**config.mk**
```make
export PLATFORM = sky130hd
export DESIGN_NAME = erte_top
export DESIGN_NICKNAME = d
export VERILOG_FILES = /design/src/rtl/erte_pkg.sv /design/src/rtl/erte_hdr_chk.sv /design/src/rtl/erte_lane.sv /design/src/rtl/erte_top.sv
export SDC_FILE = /design/constraint.sdc
export NUM_CORES = 1
export LEC_CHECK = 0
export BUFFER_PORTS_ARGS = -buffer_cell sky130_fd_sc_hd__buf_2
export CORE_AREA = 5 5 248 250
export CTS_BUF_LIST = sky130_fd_sc_hd__clkbuf_16
export DETAILED_ROUTE_END_ITERATION = 7
export DIE_AREA = 0 0 253 255
export MAX_ROUTING_LAYER = met4
export PLACE_DENSITY = 0.42
export RECOVER_POWER = 100
export SLEW_MARGIN = 20
export SYNTH_ARGS = -nofsm -noshare
export SYNTH_HDL_FRONTEND = slang
export SYNTH_SLANG_ARGS = --single-unit
```
**constraint.sdc**
```tcl
create_clock -name clk_i -period 12.1 [get_ports clk_i]
set_input_delay 1.815 -clock clk_i [delete_from_list [all_inputs] [get_ports clk_i]]
set_output_delay 1.815 -clock clk_i [all_outputs]
set_load 0.1 [all_outputs]
```
**src/rtl/erte_pkg.sv**
```systemverilog
package erte_pkg;
  localparam int ID_W     = 64;
  localparam int MIN_REC  = 128;
  localparam int LEN_WORD = 2;   // length field: byte 20 -> word 2, upper half
  localparam int ID_WORD  = 12;  // identifier field: byte 96 -> word 12

  localparam logic [1:0] OP_WRITE = 2'd0;
  localparam logic [1:0] OP_READ  = 2'd1;
  localparam logic [1:0] OP_CLEAR = 2'd2;

  localparam logic [7:0] ST_OK      = 8'h00;
  localparam logic [7:0] ST_NOSPACE = 8'h01;
  localparam logic [7:0] ST_FAIL    = 8'h03;
  localparam logic [7:0] ST_EMPTY   = 8'h04;
  localparam logic [7:0] ST_MISSING = 8'h05;

  typedef enum logic [2:0] {
    S_IDLE, S_PRE, S_RCHK, S_HLEN, S_HID, S_SLEN, S_EVAL, S_COPY
  } st_e;
endpackage

```
**src/rtl/erte_hdr_chk.sv**
```systemverilog
module erte_hdr_chk import erte_pkg::*; #(
  parameter int BUF_BYTES = 256,
  parameter int OFF_W     = 16
) (
  input  logic [OFF_W-1:0] off_i,
  input  logic [31:0]      len_i,
  input  logic [ID_W-1:0]  id_i,
  output logic             off_bad_o,
  output logic             len_bad_o,
  output logic             id_bad_o
);
  localparam logic [31:0] OFF_MAX = 32'(BUF_BYTES - MIN_REC);

  logic [31:0] off_b, room;
  assign off_b = 32'(off_i) << 3;
  assign room  = 32'(BUF_BYTES) - off_b;   // only meaningful when offset is good

  assign off_bad_o = off_b > OFF_MAX;
  assign len_bad_o = (len_i < 32'(MIN_REC)) || (len_i > room);
  assign id_bad_o  = (id_i == '0) || (id_i == '1);
endmodule

```
**src/rtl/erte_lane.sv**
```systemverilog
module erte_lane #(
  parameter int NW_W = 5
) (
  input  logic [31:0]     len_i,
  input  logic [NW_W-1:0] word_i,
  input  logic [63:0]     src_i,
  output logic [7:0]      mask_o,
  output logic [63:0]     fill_o
);
  logic [31:0] base, rem;
  assign base = 32'(word_i) << 3;
  assign rem  = len_i - base;

  always_comb begin
    if (len_i <= base)      mask_o = 8'h00;
    else if (rem >= 32'd8)  mask_o = 8'hFF;
    else                    mask_o = ~(8'hFF << rem[2:0]);
  end

  for (genvar b = 0; b < 8; b++) begin : g_byte
    assign fill_o[8*b +: 8] = mask_o[b] ? src_i[8*b +: 8] : 8'hFF;
  end
endmodule

```
**src/rtl/erte_top.sv**
```systemverilog
module erte_top import erte_pkg::*; #(
  parameter int BUF_BYTES = 256,
  parameter int SLOTS     = 8,
  parameter int OFF_W     = 16,
  localparam int NW       = BUF_BYTES / 8,
  localparam int NW_W     = $clog2(NW),
  localparam int SLOT_W   = $clog2(SLOTS),
  localparam int CNT_W    = $clog2(SLOTS + 1)
) (
  input  logic                   clk_i,
  input  logic                   rst_ni,
  input  logic                   start_i,
  input  logic [1:0]             op_i,
  input  logic [OFF_W-1:0]       rec_off_i,
  input  logic [63:0]            sel_id_i,
  output logic                   busy_o,
  output logic                   done_o,
  output logic [7:0]             status_o,
  output logic                   sel_upd_o,
  output logic [63:0]            sel_id_o,
  input  logic [CNT_W-1:0]       rec_count_i,
  output logic [63:0]            dir_key_o,
  input  logic                   dir_hit_i,
  input  logic [SLOT_W-1:0]      dir_idx_i,
  input  logic                   free_ok_i,
  input  logic [SLOT_W-1:0]      free_idx_i,
  input  logic                   first_ok_i,
  input  logic [63:0]            first_id_i,
  output logic                   dir_upd_o,
  output logic [SLOT_W-1:0]      dir_upd_idx_o,
  output logic [63:0]            dir_upd_id_o,
  output logic                   cnt_inc_o,
  output logic                   cnt_dec_o,
  output logic                   xb_re_o,
  output logic                   xb_we_o,
  output logic [NW_W-1:0]        xb_addr_o,
  output logic [7:0]             xb_be_o,
  output logic [63:0]            xb_wdata_o,
  input  logic [63:0]            xb_rdata_i,
  output logic                   sl_re_o,
  output logic                   sl_we_o,
  output logic [SLOT_W+NW_W-1:0] sl_addr_o,
  output logic [63:0]            sl_wdata_o,
  input  logic [63:0]            sl_rdata_i
);
  st_e               st_q, st_d;
  logic [1:0]        op_q, op_d;
  logic [OFF_W-1:0]  off_q, off_d;
  logic [63:0]       id_q, id_d;
  logic [31:0]       len_q, len_d;
  logic [SLOT_W-1:0] idx_q, idx_d;
  logic              new_q, new_d;
  logic [NW_W:0]     cnt_q, cnt_d;
  logic [7:0]        status_q;
  logic              done_q;

  logic        finish;
  logic [7:0]  fin_code;
  logic [31:0] xa_sum;
  logic        off_bad, len_bad, id_bad;
  logic [NW_W-1:0] wr_idx;
  logic [7:0]  lane_mask;
  logic [63:0] lane_fill;
  logic        rd_need;

  erte_hdr_chk #(.BUF_BYTES(BUF_BYTES), .OFF_W(OFF_W)) u_chk (
    .off_i(off_q), .len_i(len_q), .id_i(id_q),
    .off_bad_o(off_bad), .len_bad_o(len_bad), .id_bad_o(id_bad)
  );

  assign wr_idx = cnt_q[NW_W-1:0] - 1'b1;

  erte_lane #(.NW_W(NW_W)) u_lane (
    .len_i(len_q), .word_i(wr_idx), .src_i(xb_rdata_i),
    .mask_o(lane_mask), .fill_o(lane_fill)
  );

  assign rd_need   = (cnt_q < (NW_W+1)'(NW)) && ((32'(cnt_q) << 3) < len_q);
  assign xb_addr_o = xa_sum[NW_W-1:0];
  assign dir_key_o = id_q;
  assign busy_o    = (st_q != S_IDLE);
  assign done_o    = done_q;
  assign status_o  = status_q;

  always_comb begin
    st_d = st_q; op_d = op_q; off_d = off_q; id_d = id_q; len_d = len_q;
    idx_d = idx_q; new_d = new_q; cnt_d = cnt_q;
    finish = 1'b0; fin_code = ST_OK;
    xa_sum = 32'(off_q);
    xb_re_o = 1'b0; xb_we_o = 1'b0; xb_be_o = 8'h00; xb_wdata_o = sl_rdata_i;
    sl_re_o = 1'b0; sl_we_o = 1'b0; sl_addr_o = {idx_q, cnt_q[NW_W-1:0]};
    sl_wdata_o = lane_fill;
    sel_upd_o = 1'b0; sel_id_o = first_ok_i ? first_id_i : '1;
    dir_upd_o = 1'b0; dir_upd_idx_o = idx_q; dir_upd_id_o = id_q;
    cnt_inc_o = 1'b0; cnt_dec_o = 1'b0;
    unique case (st_q)
      S_IDLE: if (start_i) begin
        st_d = S_PRE; op_d = op_i; off_d = rec_off_i; id_d = sel_id_i;
      end
      S_PRE: begin
        if (op_q == OP_WRITE) begin
          if (off_bad) begin finish = 1'b1; fin_code = ST_FAIL; end
          else begin
            xb_re_o = 1'b1; xa_sum = 32'(off_q) + 32'(LEN_WORD); st_d = S_HLEN;
          end
        end else if (op_q == OP_READ) begin
          if (rec_count_i == '0) begin finish = 1'b1; fin_code = ST_EMPTY; end
          else begin
            if (id_q == '0) begin id_d = sel_id_o; sel_upd_o = 1'b1; end
            st_d = S_RCHK;
          end
        end else begin
          if (id_bad)          begin finish = 1'b1; fin_code = ST_FAIL; end
          else if (!dir_hit_i) begin finish = 1'b1; fin_code = ST_MISSING; end
          else begin
            dir_upd_o = 1'b1; dir_upd_idx_o = dir_idx_i; dir_upd_id_o = '0;
            cnt_dec_o = 1'b1; finish = 1'b1;
          end
        end
      end
      S_RCHK: begin
        if (id_q == '1 || off_bad) begin finish = 1'b1; fin_code = ST_FAIL; end
        else if (!dir_hit_i) begin
          sel_upd_o = 1'b1; finish = 1'b1; fin_code = ST_MISSING;
        end else begin
          idx_d = dir_idx_i; sl_re_o = 1'b1;
          sl_addr_o = {dir_idx_i, NW_W'(LEN_WORD)}; st_d = S_SLEN;
        end
      end
      S_HLEN: begin
        len_d = xb_rdata_i[63:32];
        xb_re_o = 1'b1; xa_sum = 32'(off_q) + 32'(ID_WORD); st_d = S_HID;
      end
      S_HID:  begin id_d = xb_rdata_i; st_d = S_EVAL; end
      S_SLEN: begin len_d = sl_rdata_i[63:32]; st_d = S_EVAL; end
      S_EVAL: begin
        cnt_d = '0;
        if (len_bad) begin finish = 1'b1; fin_code = ST_FAIL; end
        else if (op_q == OP_READ) st_d = S_COPY;
        else if (id_bad) begin finish = 1'b1; fin_code = ST_FAIL; end
        else if (dir_hit_i) begin idx_d = dir_idx_i;  new_d = 1'b0; st_d = S_COPY; end
        else if (free_ok_i) begin idx_d = free_idx_i; new_d = 1'b1; st_d = S_COPY; end
        else begin finish = 1'b1; fin_code = ST_NOSPACE; end
      end
      S_COPY: begin
        cnt_d = cnt_q + 1'b1;
        if (op_q == OP_WRITE) begin
          xb_re_o = rd_need; xa_sum = 32'(off_q) + 32'(cnt_q);
          if (cnt_q != '0) begin sl_we_o = 1'b1; sl_addr_o = {idx_q, wr_idx}; end
        end else begin
          sl_re_o = rd_need;
          if (cnt_q != '0 && lane_mask != 8'h00) begin
            xb_we_o = 1'b1; xb_be_o = lane_mask; xa_sum = 32'(off_q) + 32'(wr_idx);
          end
        end
        if (cnt_q == (NW_W+1)'(NW)) begin
          finish = 1'b1;
          if (op_q == OP_WRITE) begin dir_upd_o = 1'b1; cnt_inc_o = new_q; end
        end
      end
      default: st_d = S_IDLE;
    endcase
    if (finish) st_d = S_IDLE;
  end

  always_ff @(posedge clk_i or negedge rst_ni) begin
    if (!rst_ni) begin
      st_q <= S_IDLE; op_q <= OP_WRITE; off_q <= '0; id_q <= '0; len_q <= '0;
      idx_q <= '0; new_q <= 1'b0; cnt_q <= '0; status_q <= ST_OK; done_q <= 1'b0;
    end else begin
      st_q <= st_d; op_q <= op_d; off_q <= off_d; id_q <= id_d; len_q <= len_d;
      idx_q <= idx_d; new_q <= new_d; cnt_q <= cnt_d;
      done_q <= finish;
      if (finish) status_q <= fin_code;
    end
  end
endmodule

```
==> results.cfg <==
[setup_path]
critPathTopFamily = buffers and inverters
crit_arrival_ns = 6.63
r2r_cells = 8
cp-end-kind = output port
worstSetupPathType = register to output port
cp_cell_sequence = clkbuf_1, clkinv_1, clkbuf_1, nand2_1, and4b_1, mux2_2, nor3_1, clkbuf_1
critPathMaxStageDelay_ns = 2.48
cp.required_ns = 10.28
path_max_fanout = 71
reg2reg_from = dir_key_o[46]
setup.worst_path.end = xb_addr_o[3]
critical-path-slowest-cell = clkbuf_1
startpoint = st_q[2]
ff2ff_setup_slack_ns = 5.13
path_depth = 8
critPathMostFrequentCell = clkbuf_1
timing.rr.end = dir_key_o[50]
worstPathBufferInverterCount = 4
cp-start-kind = register

[global_route]
grt_pass1_wl_um = 96200
antenna_found_initial = 14
overflow = 0
grt_max_degree = 82
grt_pass1_vias = 12726
grt_use_total_pct = 21.50

[final_layout]
nNetsFinal = 2185
final_area_mm2 = 0.01489
final_layout_size_suffix_gt1_share_pct = 22.51
fillCellCount = 6729
fin_util_pct = 25.32
area_growth_syn_to_layout_pct = 29.25

[placed_design]
port_buffers = 582
dp_hpwl_um = 57900
gp_routability_congestion = 0.9319
place_area_mm2 = 0.01476

[clock_tree]
cts.sinks = 131
root_buffer = clkbuf_16
cts_inserted_buffers = 17
cts_setup_buffers = 0
ctsResizeCount = 0
htree_levels = 4
cts_tree = yes
cts.clk_slew.worst_paths_ns = 0.07
postCtsHoldBufs = 0
clockBufferDepth = 2
clk-insertion-delay-late_ns = 0.48

[sta]
finalSetupViolations = 0
min_period_over_period_pct = 69.82
final-hold-violation-count = 0
slew_violations = 449
maxSlewHeadroom_pct = -231.1
fmax_mhz = 118.4
whs_ns = 0.5031
fin_crit_ns = 8.448
finalSetupTns_ns = 0
worst-slew-pin-transition_ns = 4.967
fin_skew_ns = 0.01542
rsz0062_at_grt = no

[detailed_routing]
wl_per_cell_um = 27.07
wl_um = 71350
dr.pass1.iters = 5
routed_via_density = 4.893
drt_iter0_drc = 865
drcViolationCount = 0
dr_total_vias = 12898
ant_nets = 0

[synthesis]
synth_area_mm2 = 0.01152
yosysTopAreaCellShare_pct = 28.46
synth_top_flop_cell = dfrtp_1
synth_largest_area_cell = dfrtp_1
synth_area_leaders = dfrtp_1 (28%), mux2_2 (8.2%), ha_1 (6.0%), a221o_1 (5.6%), nand2b_1 (5.1%)
ys_async_sr_fraction_pct = 100.0
yosys_warnings = 0
synth-seq-cells = 131
ys_seq_area_share_pct = 28.46
synth_edf_count = 0
syn_inst = 1362
synth_cell_types = 66
syn_area_per_cell_um2 = 8.458

[die]
ios = 652
initial_core_util_pct = 19.59
die_w_um = 253
rows = 89
dieArea_mm2 = 0.06452
die_h_um = 255
core_mm2 = 0.05880

[worst_hold_path]
holdPathStages = 1
hold_path_class = register to register

[status]
outcome = finished with violations
violations = capacitance limit, slew limit

[job]
cap_violations = 8
worst register-to-register path, cell delays in order (launching register included):
cell	delay, ns
dfrtp_1	0.47
nor4_1	0.66
nand4_1	0.28
or4_1	0.70
or3b_1	0.46
o31a_1	0.25
nor3_1	0.72
clkbuf_1	2.68
mux2_2	0.63
cells in the mapped netlist, types with 3 or more instances:
cell type  count
a22oi_1        8
o221a_2        3
o21ai_0       50
o2111ai_1      5
nor4_1        33
nand3_1       25
a21oi_1       37
a21o_1         9
or2_2         19
or4_1         12
o21a_1         5
mux2i_1        3
and3_1        73
nand2b_1      94
or3_1         29
nor2b_1        5
nand2_1      112
ha_1          55
a22o_1         3
mux2_2        84
buf_6          6
nor2_1        71
o31ai_1        9
xor2_1        18
a31oi_1       28
inv_1         34
clkbuf_1      78
and2_1        68
a221o_1       64
a2111oi_0      4
dfrtp_1      131
nand4_1       29
fa_1           3
buf_4         69
o211ai_1       7
a211oi_1       5
xnor2_1       12
buf_1          3
nor3_1        25
worst min-delay path by stage:
stage                  endpoint         from  slack (ns)
finish              status_o[0]  status_o[0]        0.50
global route        status_o[0]  status_o[0]        0.54
CTS                 status_o[0]  status_o[0]        0.50
detailed placement  status_o[0]  status_o[0]        0.49
global placement    status_o[0]  status_o[0]        0.48
floorplan             len_q[28]    len_q[28]        0.50
logic make-up after synthesis:
family | share of synthesized area (%)
AOI/OAI and AO/OA | 16.41
xor gates and xnor gates | 2.281
adders and majority gates | 6.495
buffers and inverters | 8.830
DFF | 28.46
muxes | 8.472
other | 0.03255
and+or+nand+nor | 29.02
final cells by class:
| cell class | instances | area, um2 | area share (%) |
|---|---|---|---|
| Antenna cell | 15 | 37.54 | 0.2521 |
| Sequential cell | 131 | 3278 | 22.02 |
| Timing Repair Buffer | 608 | 2679 | 17.99 |
| Inverter | 34 | 127.6 | 0.8571 |
| Clock buffer | 17 | 425.4 | 2.857 |
| Multi-Input combinational cell | 1045 | 7252 | 48.71 |
| Clock inverter | 13 | 122.6 | 0.8235 |
| Tap cell | 773 | 967.2 | 6.496 |
cell usage in the layout (no fill, tap or decap), types with 32 or more instances in the layout:
| cell | n |
|---|---|
| mux2_2 | 84 |
| ha_1 | 55 |
| inv_1 | 35 |
| a221o_1 | 64 |
| nand2_1 | 112 |
| o21ai_0 | 51 |
| buf_2 | 260 |
| nor2_1 | 69 |
| and3_1 | 73 |
| nor4_1 | 32 |
| and2_1 | 68 |
| a21oi_1 | 37 |
| clkbuf_1 | 329 |
| nand2b_1 | 94 |
| dfrtp_1 | 131 |
per-stage QoR:
step           cells  setup slack (ns)
2_1_floorplan   1366             3.711
3_3_place_gp    2591             5.231
3_5_place_dp    2591             5.149
4_1_cts         2621             4.583
5_1_grt         2631             2.888
6_report        2636             3.652
flip-flops by register name, indices dropped and copies added (netlist names):
signal	count
cnt_q	6
dir_key_o	64
done_o	1
idx_q	3
len_q	32
new_q	1
off_q	16
op_q	2
st_q	3
status_o	3
metal layers:
metal	track usage, %	part of all wire, %	up-vias
met1	27.50	43	6390
met5	-	0	-
met2	33.56	48	554
met3	5.264	6.8	60
li1	-	-	5894
met4	7.003	2.5	0
Power is left out: the tool's default activity adds up to more than one toggle a clock period on the data nets, which glitch-free logic cannot reach.
